`src/rtl/rx_idle_pkg.sv`:
```
package rx_idle_pkg;

  parameter int CNT_W   = 10;
  parameter int FIELD_W = 8;
  localparam int SCALE_W = CNT_W - FIELD_W;

  // Strobes from the control section into the count datapath
  typedef struct packed {
    logic load;    // take the scaled limit field
    logic decr;    // step down by one
    logic expire;  // last step: force to zero and report
  } ctlStrobes_t;

endpackage

```
`src/rtl/rx_idle_ctrl.sv`:
```
module rx_idle_ctrl
  import rx_idle_pkg::*;
(
  input  logic        clk,
  input  logic        rstN,
  input  logic        bitTick,
  input  logic        startSeen,
  input  logic        restartReq,
  input  logic        fieldZero,
  input  logic        atLast,
  output ctlStrobes_t strb,
  output logic        armed
);

  logic armedQ;

  // Priority: restart, then start bit (when armed), then tick
  always_comb begin
    strb = '0;
    if (restartReq) begin
      strb.load = 1'b1;
    end else if (armedQ && startSeen) begin
      strb.load = 1'b1;
    end else if (armedQ && bitTick && !fieldZero) begin
      if (atLast) strb.expire = 1'b1;
      else        strb.decr   = 1'b1;
    end
  end

  always_ff @(posedge clk or negedge rstN) begin
    if (!rstN)            armedQ <= 1'b0;
    else if (restartReq)  armedQ <= 1'b1;
    else if (strb.expire) armedQ <= 1'b0;
  end

  assign armed = armedQ;

endmodule

```
`src/rtl/rx_idle_count.sv`:
```
module rx_idle_count
  import rx_idle_pkg::*;
#(
  parameter int CW = CNT_W,
  parameter int FW = FIELD_W
) (
  input  logic          clk,
  input  logic          rstN,
  input  ctlStrobes_t   strb,
  input  logic [FW-1:0] limit,
  output logic [CW-1:0] count,
  output logic          atLast,
  output logic          fieldZero
);

  localparam int SW = CW - FW;

  logic [CW-1:0] cntQ;
  logic [CW-1:0] loadVal;

  assign loadVal   = {limit, {SW{1'b0}}};
  assign fieldZero = (limit == '0);
  // one step or less remains
  assign atLast    = (cntQ[CW-1:1] == '0);

  always_ff @(posedge clk or negedge rstN) begin
    if (!rstN)            cntQ <= '0;
    else if (strb.load)   cntQ <= loadVal;
    else if (strb.expire) cntQ <= '0;
    else if (strb.decr)   cntQ <= cntQ - 1'b1;
  end

  assign count = cntQ;

endmodule

```
`src/rtl/rx_idle_flag.sv`:
```
module rx_idle_flag (
  input  logic clk,
  input  logic rstN,
  input  logic expire,
  input  logic statusClr,
  input  logic intEnable,
  output logic status,
  output logic irq
);

  logic statusQ;

  // expiry outranks a simultaneous clear
  always_ff @(posedge clk or negedge rstN) begin
    if (!rstN)          statusQ <= 1'b0;
    else if (expire)    statusQ <= 1'b1;
    else if (statusClr) statusQ <= 1'b0;
  end

  assign status = statusQ;
  assign irq    = statusQ & intEnable;

endmodule

```
`src/rtl/rx_idle_timer.sv`:
```
module rx_idle_timer
  import rx_idle_pkg::*;
(
  input  logic               clk,
  input  logic               rstN,
  input  logic               bitTick,
  input  logic               startSeen,
  input  logic [FIELD_W-1:0] toutField,
  input  logic               restartReq,
  input  logic               statusClr,
  input  logic               intEnable,
  output logic               toutStatus,
  output logic               toutIrq
);

  ctlStrobes_t      strb;
  logic             armedQ;
  logic             atLast;
  logic             fieldZero;
  logic [CNT_W-1:0] cntVal;

  rx_idle_ctrl u_ctrl (
    .clk(clk), .rstN(rstN), .bitTick(bitTick), .startSeen(startSeen),
    .restartReq(restartReq), .fieldZero(fieldZero), .atLast(atLast),
    .strb(strb), .armed(armedQ)
  );

  rx_idle_count #(.CW(CNT_W), .FW(FIELD_W)) u_count (
    .clk(clk), .rstN(rstN), .strb(strb), .limit(toutField),
    .count(cntVal), .atLast(atLast), .fieldZero(fieldZero)
  );

  rx_idle_flag u_flag (
    .clk(clk), .rstN(rstN), .expire(strb.expire), .statusClr(statusClr),
    .intEnable(intEnable), .status(toutStatus), .irq(toutIrq)
  );

endmodule

```
`config.mk`:
```
export PLATFORM = sky130hd
export DESIGN_NAME = rx_idle_timer
export DESIGN_NICKNAME = d
export VERILOG_FILES = /design/src/rtl/rx_idle_pkg.sv /design/src/rtl/rx_idle_ctrl.sv /design/src/rtl/rx_idle_count.sv /design/src/rtl/rx_idle_flag.sv /design/src/rtl/rx_idle_timer.sv
export SDC_FILE = /design/constraint.sdc
export NUM_CORES = 1
export LEC_CHECK = 0
export CORE_AREA = 5 5 54 56
export CTS_BUF_LIST = sky130_fd_sc_hd__clkbuf_8
export CTS_CLUSTER_DIAMETER = 150
export DETAILED_ROUTE_END_ITERATION = 7
export DIE_AREA = 0 0 59 61
export SLEW_MARGIN = 20
export SYNTH_ARGS = -nofsm -noshare
export SYNTH_HDL_FRONTEND = slang
export SYNTH_SLANG_ARGS = --single-unit
```
`constraint.sdc`:
```
create_clock -name clk -period 2.1 [get_ports clk]
set_clock_uncertainty 0.1 [all_clocks]
set_input_delay 0.315 -clock clk [delete_from_list [all_inputs] [get_ports clk]]
set_output_delay 0.315 -clock clk [all_outputs]
set_load 0.05 [all_outputs]
```
==> impl_results.md, run 1 <==
* Outcome: complete, no violations
* Aggregate negative setup slack at 0 ps
* Time the worst path needs with I/O delays and setup at 1951 ps
* Post-route insts no fill at 148
* Final count of negative-setup-slack endpoints at 0
* Total iterations of the first detailed-routing run at 4
* Critical path's largest stage delay at 460 ps
* Number of cells on the critical path at 6
* Vias at 747
* CP endpoint: u_count.count[6]$_DFFE_PN0P_
* Area of the core at 2387 µm²
* Final-stage net count at 136
* Max-slew violations at 0
* Gr usage total at 12.86%
* Layout overhead on the synthesized area at 34.50%
* Crit Path Category: in -> reg
* Fin crit share at 92.89%
* Number of global-route vias before repair at 727
* Residual DRC count at 0
* Tightest Hold Check Type: in -> async
* H-tree levels at 1
* Worst hold-check slack at ~340 ps
* Worst-case vdd ir drop at 250.9 µV
* Placed Cells incl. Taps at approximately 150
* Max clock buf depth at 2
* Vias per cell at between 5 and 6
* Aggregate global routing overflow at 0
* Worst setup EP type: flop
* CP required at 2150 ps
* Number of post-CTS setup repair buffers at 0
* Start of the worst register-to-register path: u_count.count[6]$_DFFE_PN0P_
* Arrival time of the worst setup path at around 2000 ps
* Total of max-cap violations at 0
* Number of buffers created by CTS at 3
* Initial drt markers at 25
* Final Hold Viols at 0
* CP max FO at 8
* Sequence of cells on the critical path: clkdlybuf4s50_1 > nor4_1 > a21oi_2 > a21oi_2 > a21oi_1 > o211ai_1
* Die span in y at 61 µm
* Antenna violation net count after detailed routing at 0
* Netlist area before placement at approximately 800 µm²
* Clock insertion delay at the later pin of the skew report at between 200 and 250 ps
* Post-CTS Hold Fix Bufs at 0
* Count of boundary I/O pins at 17
* Routed wire length per instance at around 14 µm
* Number of rows created at floorplan at 18
* Half-perimeter wire length of the detailed placement result at 1.592 mm
* Unrepaired setup endpoints after global routing: false
* Die boundary width at 59 µm
* Slew at the pin with the worst max-slew slack at 563.6 ps
* Largest net degree at the start of global routing at 13
* Worst Reg2Reg Path Length in Cells at 5
* Launching element type of the critical path: input port
* Remaining max-slew budget at the tightest pin at roughly 62%
* Maximum operating frequency at a little over 500 MHz
* Cts repair resizes at 0
* Number of instances in the synthesized netlist at 96
* Num Clock Sinks at 12
* Number of warnings issued by yosys at 0
* Number of I/O port buffers at 16
* Wire length of the first global-routing pass at 3.339 mm
* Cell family contributing the most delay on the critical path: compound AO/OA/AOI/OAI gates
* CP startpoint: toutField[0]
* Syn Nets at around 110
* R2r endpoint: u_count.count[9]$_DFFE_PN0P_
* Die Area at around 3600 µm²
* Flop and latch count out of synthesis at 12
* Power density relative to cell area at 584.1 nW/µm²
* Final core area utilization at 44.34%
* GP Congestion at 0.9342
* Yosys cell types at 28
* Routed Wire Length at 2.032 mm
* Standard cell with the maximum stage delay on the critical path: nor4_1
* Portion of the post-synthesis area used by sequential elements at 38.16%
* Worst-path clk slew at 50 ps
* CTS root buf: clkbuf_8
* Antenna Cells at 0
* Average cell area after synthesis at 8.198 µm²
* Initial antenna violation count at 0
* P_leak at around 0.45 nW
* Initial Util at 32.97%
* Cell repeated most along the worst path: a21oi_2
* Reg-to-reg slack, setup at 170 ps
* CTS tree: done
* Fill cell total of the finished layout at roughly 270
* Final total power at about 0.62 mW
* Proportion of layout cells with a drive suffix above 1 at 11.86%
* Crit path buffers/inverters at 1
[cells in the mapped netlist]
library cell,number,share of area [%]
nand2b_1,1,0.80
a21oi_2,2,2.2
nor2_1,10,4.8
nor4_1,2,1.6
a31oi_4,1,2.7
or3_1,1,0.80
o211ai_1,3,2.9
inv_1,11,5.2
ha_1,1,1.6
nor3_2,1,1.3
a21oi_1,11,7.0
a21o_1,5,4.8
buf_6,1,1.4
clkbuf_1,1,0.48
o21ai_1,1,0.64
nor4_4,1,2.7
a22o_1,1,1.1
and3_1,1,0.80
a22oi_1,1,0.95
and2_1,3,2.4
dfrtp_1,12,38
nand2_1,12,5.7
nand4_1,4,3.2
nand3_1,1,0.64
nor3_1,3,1.9
a32oi_1,1,1.1
a31oi_1,1,0.80
o22ai_1,3,2.4
[sequential cells by signal, indices dropped and copies added (netlist names)]
name and cells:
u_ctrl.armed 1, u_count.count 10, u_flag.status 1
[worst reg2reg max path: stages, from the launching register on]
cell,delay [ps]
dfrtp_1,440
nor4_4,350
and3_1,380
a31oi_4,170
a21o_1,210
a22o_1,170
[cell type report]
cell class / count / area [µm²] / share of cell area [%]
flip-flops and latches: 12 / 300.3 / 28.37
inverters: 11 / 41.29 / 3.901
repair buffers: 21 / 207.7 / 19.62
clock buffers: 3 / 41.29 / 3.901
multi-input cells: 71 / 430.4 / 40.66
well taps: 30 / 37.54 / 3.546
[power by group]
group	switching, mW	internal, mW	leakage [nW]	total (mW)
Clock	0.0819	0.126	0.0216	0.208
Combinational	0.0701	0.0678	0.286	0.138
Sequential	0.0219	0.250	0.143	0.272
Total	0.174	0.444	0.451	0.618
[through the flow]
stage / worst slack, ps / cell area [µm²]
final: 149.3 / 1059
after CTS: 159.3 / 1059
after floorplan: 388.2 / 787.0
after global routing: 24.66 / 1059
after global placement: -29.00 / 1017
after detailed placement: -60.31 / 1017
[how the worst min path moves through the flow]
stage	depth (start not counted)	end	start
global placement	1	u_ctrl.armed$_DFFE_PN0P_	u_ctrl.armed$_DFFE_PN0P_
detailed placement	1	u_ctrl.armed$_DFFE_PN0P_	u_ctrl.armed$_DFFE_PN0P_
floorplan	0	u_count.count[0]$_DFFE_PN0P_	rstN
finish	1	u_count.count[6]$_DFFE_PN0P_	rstN
CTS	1	u_count.count[7]$_DFFE_PN0P_	rstN
global route	1	u_count.count[6]$_DFFE_PN0P_	rstN
[layer usage]
metal  up-vias  GRT usage, %  share of wire, %
met5         -             0                 0
met4         0         8.738               3.2
met3         6         3.191               4.5
met2        13         18.93                44
met1       341         16.58                49
li1        387             -                 -
[placed cells by master, fill, tap and decap left out]
cell	netlist	final
a22oi_1	1	1
clkbuf_8	0	3
ha_1	1	1
nor2_1	10	10
a31oi_4	1	1
nor4_4	1	1
dfrtp_1	12	12
a21o_1	5	5
a31oi_1	1	1
nand3_1	1	1
a21oi_2	2	2
nand2_1	12	12
nor3_2	1	1
o211ai_1	3	3
a21oi_1	11	11
clkdlybuf4s50_1	0	15
nor4_1	2	2
a32oi_1	1	1
buf_12	0	1
buf_4	0	5
o22ai_1	3	3
and2_1	3	3
nor3_1	3	3
inv_1	11	11
a22o_1	1	1
and3_1	1	1
nand2b_1	1	1
or3_1	1	1
nand4_1	4	4
o21ai_1	1	1
[logic make-up after synthesis]
family / after synthesis / share of synthesized area [%]
and+or+nand+nor: 40 / 26.55
AOI/OAI and AO/OA: 30 / 26.55
buffers and inverters: 13 / 7.154
DFF: 12 / 38.16
adders and majority gates: 1 / 1.590
(Power assumes the default switching activity.)
==> inputs of run 2 (changes only) <==
--- a/config.mk
+++ b/config.mk
@@ -5,11 +5,14 @@
 export SDC_FILE = /design/constraint.sdc
 export NUM_CORES = 1
 export LEC_CHECK = 0
+export CELL_PAD_IN_SITES_DETAIL_PLACEMENT = 1
+export CELL_PAD_IN_SITES_GLOBAL_PLACEMENT = 1
 export CORE_AREA = 5 5 54 56
 export CTS_BUF_LIST = sky130_fd_sc_hd__clkbuf_8
 export CTS_CLUSTER_DIAMETER = 150
 export DETAILED_ROUTE_END_ITERATION = 7
 export DIE_AREA = 0 0 59 61
+export PLACE_DENSITY_LB_ADDON = 0.1
 export SLEW_MARGIN = 20
 export SYNTH_ARGS = -nofsm -noshare
 export SYNTH_HDL_FRONTEND = slang
==> impl_results.md, run 2 (synthesis gave the netlist of run 1 again) <==
* Max FFs per register at 10 (unchanged)
* Tightest Hold Check Type: in -> async
* Launching element type of the critical path: input port
* Cts repair resizes at 0 (unchanged)
* Layout overhead on the synthesized area at 35.45%
* Final Hold Viols at 0 (unchanged)
* Routed wire length per instance at 16.48 µm (+20%)
* Most frequent cells in the layout: clkdlybuf4s50_1 (15), nand2_1 (12), dfrtp_1 (12)
* CP required at 2160 ps (about the same)
* Outcome: complete, no violations
* Max-slew violations at 0 (unchanged)
* Num Clock Sinks at 12 (unchanged)
* Area of the core at 2387 µm² (unchanged)
* Largest net degree at the start of global routing at 13 (unchanged)
* Max clock buf depth at 2 (unchanged)
* Sequential Power Share at 43.4% (-0.6 points)
* Leading cell type in the layout, fill and taps excluded: clkdlybuf4s50_1
* Worst hold-check slack at 359.5 ps (+18.81 ps)
* Number of global-route vias before repair at 871 (+20%)
* Number of rows created at floorplan at 18 (unchanged)
* Power share of the combinational group at 23.2% (+0.9 points)
* Total iterations of the first detailed-routing run at 3 (-1)
* Wire length of the first global-routing pass at 4.250 mm (+27%)
* Gr usage total at 16.01% (+3.1 points)
* Crit Path Category: in -> reg
* Number of I/O port buffers at 16 (unchanged)
* Clock insertion delay at the later pin of the skew report at 240 ps (about the same)
* H-tree levels at 1 (unchanged)
* Half-perimeter wire length of the detailed placement result at 1.957 mm (+23%)
* Die boundary width at 59 µm (unchanged)
* Power density relative to cell area at 586.2 nW/µm² (+0.37%)
* Worst-path clk slew at 60 ps (about the same)
* Antenna violation net count after detailed routing at 0 (unchanged)
* Total of max-cap violations at 0 (unchanged)
* Initial Util at 32.97% (unchanged)
* Residual DRC count at 0 (unchanged)
* Worst setup EP type: flop
* CTS tree: done
* Proportion of layout cells with a drive suffix above 1 at 12.61% (+0.74 points)
* Sequential cell area at 300.3 µm² (unchanged)
* Routed Wire Length at 2.456 mm (+21%)
* Initial drt markers at 8 (-68%)
* Switching pwr at 0.1794 mW (+3.1%)
* Number of buffers created by CTS at 3 (unchanged)
* Antenna Cells at 0 (unchanged)
* Number of post-CTS setup repair buffers at 0 (unchanged)
* Die span in y at 61 µm (unchanged)
* Initial antenna violation count at 0 (unchanged)
* Time the worst path needs with I/O delays and setup at 1916 ps (-35.05 ps)
* Switching part of the total power at 28.71% (+0.56 points)
* Vias at 794 (+6.3%)
* Fin crit share at 91.22% (-1.7 points)
* GP Congestion at 0.7699 (-18%)
* Post-CTS Hold Fix Bufs at 0 (unchanged)
* Worst-case vdd ir drop at 242.5 µV (-3.4%)
* Area occupied by multi-input gates at 430.4 µm² (unchanged)
* Die Area at 3599 µm² (unchanged)
* Remaining max-slew budget at the tightest pin at 59.24% (-3.1 points)
* Count of boundary I/O pins at 17 (unchanged)
* P_leak at 0.4560 nW (+1.2%)
* Final count of negative-setup-slack endpoints at 0 (unchanged)
* Cell internal power dissipation at 0.4455 mW (+0.29%)
* Aggregate global routing overflow at 0 (unchanged)
* Maximum operating frequency at 522.0 MHz (+1.8%)
* Final total power at 0.6249 mW (+1.1%)
* CTS root buf: clkbuf_8
* Final-stage net count at 137 (+0.74%)
* Unrepaired setup endpoints after global routing: false
* Arrival time of the worst setup path at 1980 ps (-20 ps)
* CP max FO at 8 (unchanged)
* Vias per cell at 5.329 (+5.6%)
* Slew at the pin with the worst max-slew slack at 609.5 ps (+45.88 ps)
* Fill cell total of the finished layout at 311 (+16%)
* Share of total power in the clock network at 33.5% (-0.2 points)
-- run 2: cell types whose count changed in the layout (fill, tap and decap cells not counted), sizes merged --
cell / before / now
buf: 6 / 7
-- run 2: area by class of cell --
cell class | count | area share [%]
clock buffer | 3 | 3.873
inverter | 11 | 3.873
sequential | 12 | 28.17
multi-input combinational | 71 | 40.38
timing repair buffer | 22 | 20.19
tap | 30 | 3.521
-- run 2: path summary, 6_finish.rpt --
check	startpoint	depth (start not counted)	slack [ps]	endpoint
max	toutField[5]	7	180	u_count.count[3]$_DFFE_PN0P_
min	rstN	1	360	u_count.count[3]$_DFFE_PN0P_
max reg2reg	u_count.count[6]$_DFFE_PN0P_	5	210	u_count.count[9]$_DFFE_PN0P_
min reg2reg	u_count.count[9]$_DFFE_PN0P_	1	400	u_count.count[9]$_DFFE_PN0P_
max in group asynchronous	rstN	1	1140	u_count.count[1]$_DFFE_PN0P_
min in group clk	u_count.count[9]$_DFFE_PN0P_	1	400	u_count.count[9]$_DFFE_PN0P_
-- run 2: through the flow --
stage	util (%)	cells	setup TNS, ps	setup slack [ps]	area (µm²)
global placement	42.92	146	-84.28	-24.75	1025
CTS	44.65	149	0	185.6	1066
floorplan	-	96	0	388.2	787.0
finish	44.65	149	0	184.3	1066
global route	44.65	149	0	49.25	1066
detailed placement	42.92	146	-373.7	-73.38	1025
-- run 2: power by group through the flow --
| stage | registers (mW) | clock network (mW) | logic (mW) |
|---|---|---|---|
| floorplan | 0.271 | 0 | 0.0767 |
| detailed placement | 0.274 | 0 | 0.146 |
| finish | 0.271 | 0.209 | 0.145 |
| global placement | 0.274 | 0 | 0.142 |
| global route | 0.273 | 0.229 | 0.162 |
| CTS | 0.270 | 0.220 | 0.147 |
-- run 2: routing by layer --
metal	GRT usage, %	wire (µm)	up-vias
met2	26.81	1155	20
met5	0	0	-
met4	7.443	52	0
met3	3.404	121	5
li1	-	-	387
met1	19.69	1127	382
-- run 2: worst max-delay path: stages --
cell and delay, ps:
clkdlybuf4s50_1 420, nor4_1 350, buf_4 180, a21oi_2 90, a21oi_2 360, a21oi_1 100
o22ai_1 160
==> inputs of run 3 (changes only) <==
==> constraint.sdc (replaced) <==
create_clock -name clk -period 2.2 [get_ports clk]
set_clock_uncertainty 0.1 [all_clocks]
set_input_delay 0.33 -clock clk [delete_from_list [all_inputs] [get_ports clk]]
set_output_delay 0.33 -clock clk [all_outputs]
set_load 0.05 [all_outputs]
==> impl_results.md, run 3 (synthesis gave the netlist of run 1 again) <==
* Outcome: complete, no violations
* Aggregate negative setup slack at 0 ps (unchanged)
* Number of cells on the critical path at 5 (-2)
* Time the worst path needs with I/O delays and setup at 1873 ps
* Fin crit share at 85.15%
* Cts repair resizes at 0 (unchanged)
* Routed wire length per instance at 15.34 µm (-6.9%)
* Number of buffers created by CTS at 3 (unchanged)
* Start of the worst register-to-register path: u_count.count[5]$_DFFE_PN0P_
* Layout overhead on the synthesized area at 35.45% (unchanged)
* Final count of negative-setup-slack endpoints at 0 (unchanged)
* H-tree levels at 1 (unchanged)
* Vias at 801 (+0.88%)
* Maximum operating frequency at 533.8 MHz
* CP max FO at 8 (unchanged)
* Residual DRC count at 0 (unchanged)
* Antenna Cells at 0 (unchanged)
* Gr usage total at 14.94% (-1.1 points)
* Number of global-route vias before repair at 856 (-1.7%)
* Cell family contributing the most delay on the critical path: simple AND/OR/NAND/NOR gates
* Critical path's largest stage delay at 470 ps (+50 ps)
* CP endpoint: u_count.count[9]$_DFFE_PN0P_
* Power density relative to cell area at 556.9 nW/µm² (-5.0%)
* Worst Reg2Reg Path Length in Cells at 5 (unchanged)
* GP Congestion at 0.8296 (+7.8%)
* Num Clock Sinks at 12 (unchanged)
* Half-perimeter wire length of the detailed placement result at 1.836 mm (-6.2%)
* Leading cell type in the layout, fill and taps excluded: clkdlybuf4s50_1
* Worst-path clk slew at 50 ps (about the same)
* Post-CTS Hold Fix Bufs at 0 (unchanged)
* CP required at 2230 ps (+70 ps)
* Max clock buf depth at 2 (unchanged)
* Proportion of layout cells with a drive suffix above 1 at 12.61% (unchanged)
* CP startpoint: u_count.count[5]$_DFFE_PN0P_
* Crit Path Category: reg -> reg
* Final core area utilization at 44.65% (unchanged)
* Die boundary width at 59 µm (unchanged)
* Sequential cell area at 300.3 µm² (unchanged)
* CTS root buf: clkbuf_8
* Standard cell with the maximum stage delay on the critical path: dfrtp_1
* Number of I/O port buffers at 16 (unchanged)
* Most frequent cells in the layout: clkdlybuf4s50_1 (15), nand2_1 (12), dfrtp_1 (12)
* Wire length of the first global-routing pass at 3.939 mm (-7.3%)
* Unrepaired setup endpoints after global routing: false
* R2r endpoint: u_count.count[9]$_DFFE_PN0P_
* Arrival time of the worst setup path at 1900 ps (-80 ps)
* Worst setup EP type: flop
* Initial Util at 32.97% (unchanged)
* CTS tree: done
* Initial antenna violation count at 0 (unchanged)
* Number of rows created at floorplan at 18 (unchanged)
* Aggregate global routing overflow at 0 (unchanged)
* Initial drt markers at 9 (+1)
* Slew at the pin with the worst max-slew slack at 592.5 ps (-16.95 ps)
* Max FFs per register at 10 (unchanged)
* Area of the core at 2387 µm² (unchanged)
* Routed Wire Length at 2.286 mm (-6.9%)
* Tightest Hold Check Type: in -> async
* Die Area at 3599 µm² (unchanged)
* Max-slew violations at 0 (unchanged)
* Clock insertion delay at the later pin of the skew report at 240 ps (about the same)
* Fill cell total of the finished layout at 301 (-3.2%)
* Sequence of cells on the critical path: nor4_4 > and3_1 > a31oi_4 > a21o_1 > a22o_1
* P_leak at 0.4571 nW (+0.26%)
* Remaining max-slew budget at the tightest pin at 60.38% (+1.1 points)
* Crit path buffers/inverters at 0 (-2)
* Total of max-cap violations at 0 (unchanged)
* Final-stage net count at 137 (unchanged)
* Final Hold Viols at 0 (unchanged)
* Worst-case vdd ir drop at 343.1 µV (+41%)
* Total iterations of the first detailed-routing run at 4 (+1)
* Antenna violation net count after detailed routing at 0 (unchanged)
* Die span in y at 61 µm (unchanged)
* Number of post-CTS setup repair buffers at 0 (unchanged)
* Reg-to-reg slack, setup at 330 ps (+120 ps)
* Launching element type of the critical path: flop
* Vias per cell at 5.376 (+0.88%)
* Largest net degree at the start of global routing at 13 (unchanged)
* Count of boundary I/O pins at 17 (unchanged)
* Area occupied by multi-input gates at 430.4 µm² (unchanged)
==> run 3: cell counts in the layout (fill, tap and decap cells not counted) <==
No cell type changed its count.
==> run 3: area by class of cell <==
| type | count | area share (%) |
|---|---|---|
| Clock buffer | 3 | 3.873 |
| Inverter | 11 | 3.873 |
| Multi-Input combinational cell | 71 | 40.38 |
| Timing Repair Buffer | 22 | 20.19 |
| Sequential cell | 12 | 28.17 |
| Tap cell | 30 | 3.521 |
==> run 3: routing by layer <==
layer  global-route usage (%)  vias up  wire length [µm]
li1                         -      390                 -
met1                    18.76      384              1019
met2                    23.82       22              1055
met3                    3.617        5               157
met4                    7.767        0                53
met5                        0        -                 0
==> run 3: worst min path at each step <==
stage,from,endpoint,slack (ps)
after floorplan,rstN,u_count.count[0]$_DFFE_PN0P_,-70
after global placement,u_count.count[9]$_DFFE_PN0P_,u_count.count[9]$_DFFE_PN0P_,390
after detailed placement,u_count.count[9]$_DFFE_PN0P_,u_count.count[9]$_DFFE_PN0P_,400
after CTS,rstN,u_flag.status$_DFFE_PN0P_,400
after global routing,rstN,u_count.count[3]$_DFFE_PN0P_,430
final,rstN,u_count.count[3]$_DFFE_PN0P_,370
==> run 3: per-stage QoR <==
stage / instance area [µm²] / std cells / power [mW] / hold WS, ps / setup WS [ps]
2_1_floorplan: 787.0 / 96 / 0.3323 / -65.59 / 488.2
3_3_place_gp: 1025 / 146 / 0.3957 / 391.3 / 82.53
3_5_place_dp: 1025 / 146 / 0.3969 / 398.7 / 93.48
4_1_cts: 1066 / 149 / 0.6036 / 403.9 / 316.9
5_1_grt: 1066 / 149 / 0.6322 / 425.6 / 176.6
6_report: 1066 / 149 / 0.5937 / 365.5 / 326.7
==> run 3: power by group <==
group,leakage (nW),switching (mW),internal [mW],total [mW]
Combinational,0.292,0.0683,0.0641,0.132
Sequential,0.143,0.0212,0.239,0.260
Clock,0.0216,0.0806,0.121,0.201
==> run 3: worst reg2reg max path, cell delays in order (launching register included) <==
cell	delay, ps
dfrtp_1	470
nor4_4	270
and3_1	370
a31oi_4	170
a21o_1	210
a22o_1	170
